`src/rtl/byp_pkg.sv`:
```
package byp_pkg;
  localparam int unsigned SEL_W = 2;

  typedef enum logic [SEL_W-1:0] {
    SEL_RF  = 2'b00,
    SEL_MEM = 2'b01,
    SEL_WB  = 2'b10
  } byp_sel_e;
endpackage

```
`src/rtl/byp_producer_hit.sv`:
```
module byp_producer_hit #(
  parameter int unsigned REG_AW = 5
) (
  input  logic [REG_AW-1:0] src_i,
  input  logic [REG_AW-1:0] dest_i,
  input  logic              wr_i,
  input  logic              vld_i,
  output logic              hit_o
);
  localparam logic [REG_AW-1:0] ZERO_REG = '0;

  always_comb begin
    hit_o = vld_i && wr_i && (src_i != ZERO_REG) && (dest_i == src_i);
  end
endmodule

```
`src/rtl/byp_operand_sel.sv`:
```
module byp_operand_sel
  import byp_pkg::*;
#(
  parameter int unsigned REG_AW = 5
) (
  input  logic [REG_AW-1:0] src_i,
  input  logic [REG_AW-1:0] mem_dest_i,
  input  logic              mem_wr_i,
  input  logic              mem_load_i,
  input  logic              mem_vld_i,
  input  logic [REG_AW-1:0] wb_dest_i,
  input  logic              wb_wr_i,
  input  logic              wb_vld_i,
  output logic [SEL_W-1:0]  sel_o
);
  logic mem_hit;
  logic wb_hit;

  byp_producer_hit #(.REG_AW(REG_AW)) mem_cmp_i (
    .src_i (src_i),
    .dest_i(mem_dest_i),
    .wr_i  (mem_wr_i),
    .vld_i (mem_vld_i),
    .hit_o (mem_hit)
  );

  byp_producer_hit #(.REG_AW(REG_AW)) wb_cmp_i (
    .src_i (src_i),
    .dest_i(wb_dest_i),
    .wr_i  (wb_wr_i),
    .vld_i (wb_vld_i),
    .hit_o (wb_hit)
  );

  // Younger producer first; a load there leaves the register-file path
  // selected because its data does not exist yet.
  always_comb begin
    if (mem_hit) begin
      sel_o = mem_load_i ? SEL_RF : SEL_MEM;
    end else if (wb_hit) begin
      sel_o = SEL_WB;
    end else begin
      sel_o = SEL_RF;
    end
  end
endmodule

```
`src/rtl/byp_store_sel.sv`:
```
module byp_store_sel
  import byp_pkg::*;
#(
  parameter int unsigned REG_AW = 5
) (
  input  logic [REG_AW-1:0] st_rt_i,
  input  logic [REG_AW-1:0] wb_dest_i,
  input  logic              wb_wr_i,
  input  logic              wb_vld_i,
  output logic [SEL_W-1:0]  sel_o
);
  logic wb_hit;

  byp_producer_hit #(.REG_AW(REG_AW)) st_cmp_i (
    .src_i (st_rt_i),
    .dest_i(wb_dest_i),
    .wr_i  (wb_wr_i),
    .vld_i (wb_vld_i),
    .hit_o (wb_hit)
  );

  always_comb begin
    sel_o = wb_hit ? SEL_WB : SEL_RF;
  end
endmodule

```
`src/rtl/operand_bypass_unit.sv`:
```
module operand_bypass_unit
  import byp_pkg::*;
#(
  parameter int unsigned REG_AW = 5
) (
  input  logic [REG_AW-1:0] ex_rs_i,
  input  logic [REG_AW-1:0] ex_rt_i,
  input  logic [REG_AW-1:0] mem_dest_i,
  input  logic              mem_wr_i,
  input  logic              mem_load_i,
  input  logic              mem_vld_i,
  input  logic [REG_AW-1:0] wb_dest_i,
  input  logic              wb_wr_i,
  input  logic              wb_vld_i,
  input  logic [REG_AW-1:0] st_rt_i,
  output logic [1:0]        sel_a_o,
  output logic [1:0]        sel_b_o,
  output logic [1:0]        sel_st_o
);
  localparam int unsigned NUM_ALU_SRC = 2;

  logic [REG_AW-1:0] alu_src [NUM_ALU_SRC];
  logic [SEL_W-1:0]  alu_sel [NUM_ALU_SRC];

  assign alu_src[0] = ex_rs_i;
  assign alu_src[1] = ex_rt_i;

  for (genvar g = 0; g < NUM_ALU_SRC; g++) begin : g_alu_src
    byp_operand_sel #(.REG_AW(REG_AW)) opsel_i (
      .src_i     (alu_src[g]),
      .mem_dest_i(mem_dest_i),
      .mem_wr_i  (mem_wr_i),
      .mem_load_i(mem_load_i),
      .mem_vld_i (mem_vld_i),
      .wb_dest_i (wb_dest_i),
      .wb_wr_i   (wb_wr_i),
      .wb_vld_i  (wb_vld_i),
      .sel_o     (alu_sel[g])
    );
  end

  byp_store_sel #(.REG_AW(REG_AW)) stsel_i (
    .st_rt_i  (st_rt_i),
    .wb_dest_i(wb_dest_i),
    .wb_wr_i  (wb_wr_i),
    .wb_vld_i (wb_vld_i),
    .sel_o    (sel_st_o)
  );

  assign sel_a_o = alu_sel[0];
  assign sel_b_o = alu_sel[1];
endmodule

```
`config.mk`:
```
export PLATFORM = sky130hd
export DESIGN_NAME = operand_bypass_unit
export DESIGN_NICKNAME = d
export VERILOG_FILES = /design/src/rtl/byp_pkg.sv /design/src/rtl/byp_producer_hit.sv /design/src/rtl/byp_operand_sel.sv /design/src/rtl/byp_store_sel.sv /design/src/rtl/operand_bypass_unit.sv
export SDC_FILE = /design/constraint.sdc
export NUM_CORES = 1
export LEC_CHECK = 0
export BUFFER_PORTS_ARGS = -buffer_cell sky130_fd_sc_hd__buf_2
export CORE_AREA = 5 5 42 44
export DETAILED_ROUTE_END_ITERATION = 8
export DIE_AREA = 0 0 47 49
export PLACE_DENSITY = 0.66
export SLEW_MARGIN = 15
export SYNTH_ARGS = -nofsm -noshare
export SYNTH_HDL_FRONTEND = slang
export SYNTH_SLANG_ARGS = --single-unit
```
`constraint.sdc`:
```
create_clock -name vclk -period 0.85
set_input_delay 0 -clock vclk [all_inputs]
set_output_delay 0 -clock vclk [all_outputs]
set_load 0.02 [all_outputs]
```
==> results.yml <==
critical_path:
  crit_start: "ex_rt_i[0]"
  worst_ep_arrival_time_ps: 1110
  cpMaxStageDelayCell: "or4_4"
  endpoint: "sel_b_o[1]"
  timing_worst_setup_path_type: "in -> out"
  crit_cells: 6
  critical_path.max_stage_delay_ps: 540
  cp_max_fo: 3
  crit_chain: "buf_6, or4_4, nor2_4, or4_4, and2_4, buf_6"
  worst_path_dominant_cell_family: "simple AND/OR/NAND/NOR gates"
  start_kind: "primary input"
  cp_data_required_time_ps: 850
  worst_setup_path_end_kind: "output pin"
  crit_buf_inv: 2
sta:
  fin_setup_tns_ps: -797
  fmax_ghz: 0.898
  setup_viol: 4
  fin_crit_ps: 1110
  whs_ps: 251
  maxSlewViolCount: 0
  fin_ws_ps: -264
  rsz0062_at_grt: "true"
  period_share_pct: 131
  hold_viol: 0
route:
  firstDrtPassIters: 2
  routed_wl_microns: 1420
  routedWlPerCell_microns: 12.8
  vias: 505
  viasPerCell: 4.55
  ant_nets: 0
  route.detailed.drc: 0
  dr.first_iter.drc_count: 1
cts:
  hold_buffers: 0
  cts_setup_buffers: 0
power:
  seqPwrFrac_pct: 0
  p_per_area_nw_per_um2: 442
  intPower_uw: 201
  p_sw_uw: 140
  p_sw_share_pct: 41.0
  p_leak_nw: 0.359
  pwr-share-comb_pct: 100.0
  ir_drop_mv: 0.181
  clock_power_share_pct: 0
logic_synthesis:
  ys_types: 14
  yosysWarningCount: 0
  synth_area_per_cell_sq_um: 6.95
  seq_area_frac_synth_pct: 0
  syn_inst: 52
  synth_nets: 82
  netlist_area_sq_um: 362
placement:
  portBuffers: 35
  postPlaceCellArea_sq_um: 622
  dp_hpwl_microns: 1190
  place.gp.congestion: 0.821
cells_and_area:
  diodes: 0
  final_util_pct: 54.9
  clock_buffers: 0
  fin_area_sq_um: 769
  fin_nets: 127
  drive_above_1_share_pct: 57.9
  final_common_cell: "buf_2"
  area_growth_pct: 113
  final_cell_mix: "21 x buf_2, 13 x xor2_1, 11 x buf_6, 10 x buf_4, 8 x xnor2_1"
  fillers: 144
  seq_area_sq_um: 0
  seq_cells: 0
grt:
  grt_use_total_pct: 10.7
  antenna_found_initial: 0
  grt_pass1_wl_microns: 1950
  grt_pass1_vias: 481
  gr-total-overflow: 0
  grt_max_degree: 5
job:
  cap_violations: 0
floorplanning:
  dieArea_sq_um: 2300
  die_y_microns: 49
  ios: 36
  row_count: 14
  initial_core_util_pct: 25.8
  core_sq_um: 1400
  die_width_microns: 47
run_status:
  status: "complete, but fails checks"
  violations: "setup timing"
hold_path:
  worstHoldPathType: "in -> out"
  min_from: "mem_load_i"
tightest hold or removal path: cells and delay by family:
family,cells,cell delay (ps)
buf+inv,2,210
simple gates,1,40
routing by layer:
layer,GRT usage [%],vias to the layer above,wire length [microns]
met2,21.9,17,815
met4,1.38,0,17
met5,0,-,0
met3,1.48,2,106
li1,-,263,-
met1,10.7,223,485
kinds of logic (layout without fill, tap and decap cells):
family	after synthesis	count (layout)	share of synthesized area, %
buffers and inverters	2	45	4.15
and+or+nand+nor	24	24	35.3
xor gates and xnor gates	24	24	58.1
AOI/OAI and AO/OA	1	1	1.38
other	1	1	1.04
area by class of cell:
cell class | instances | area [sq um] | area share, %
multi-input cells | 50 | 400 | 52.0
well taps | 16 | 20.0 | 2.60
repair buffers | 45 | 349 | 45.4
what timing repair did:
action,CTS,global route
resized for setup,30,8
setup endpoints to repair,4,5
pin swaps,12,3
metrics by stage:
stage,total power [mW],cells,setup slack (ps)
2_1_floorplan,0.117,52,-75.2
3_3_place_gp,0.270,111,-356
3_5_place_dp,0.277,111,-402
4_1_cts,0.327,111,-282
5_1_grt,0.366,111,-298
6_report,0.340,111,-264
how the worst min path moves through the flow:
| stage | depth (start not counted) | end | slack, ps |
|---|---|---|---|
| 5_1_grt | 3 | sel_b_o[0] | 260 |
| 3_5_place_dp | 3 | sel_b_o[0] | 270 |
| 6_report | 3 | sel_b_o[0] | 250 |
| 4_1_cts | 3 | sel_b_o[0] | 270 |
| 3_3_place_gp | 3 | sel_b_o[0] | 280 |
| 2_1_floorplan | 1 | sel_b_o[0] | 50 |
synthesized netlist by cell type:
master    n  area [sq um]
buf_4     2          15.0
a21oi_1   1          5.00
xor2_1   13           114
or4_1     2          15.0
nand3_1   2          10.0
xnor2_1  11          96.3
nor2_1    6          22.5
and4_1    1          8.76
and2_1    1          6.26
conb_1    1          3.75
nand4_1   2          12.5
nand2_1   3          11.3
nor3_1    2          10.0
nor4_1    5          31.3
power by group through the flow:
| stage | logic [mW] | clock network, mW | registers, mW |
|---|---|---|---|
| 4_1_cts | 0.327 | 0 | 0 |
| 3_5_place_dp | 0.277 | 0 | 0 |
| 5_1_grt | 0.366 | 0 | 0 |
| 6_report | 0.340 | 0 | 0 |
| 3_3_place_gp | 0.270 | 0 | 0 |
| 2_1_floorplan | 0.117 | 0 | 0 |
(Power assumes the default switching activity.)
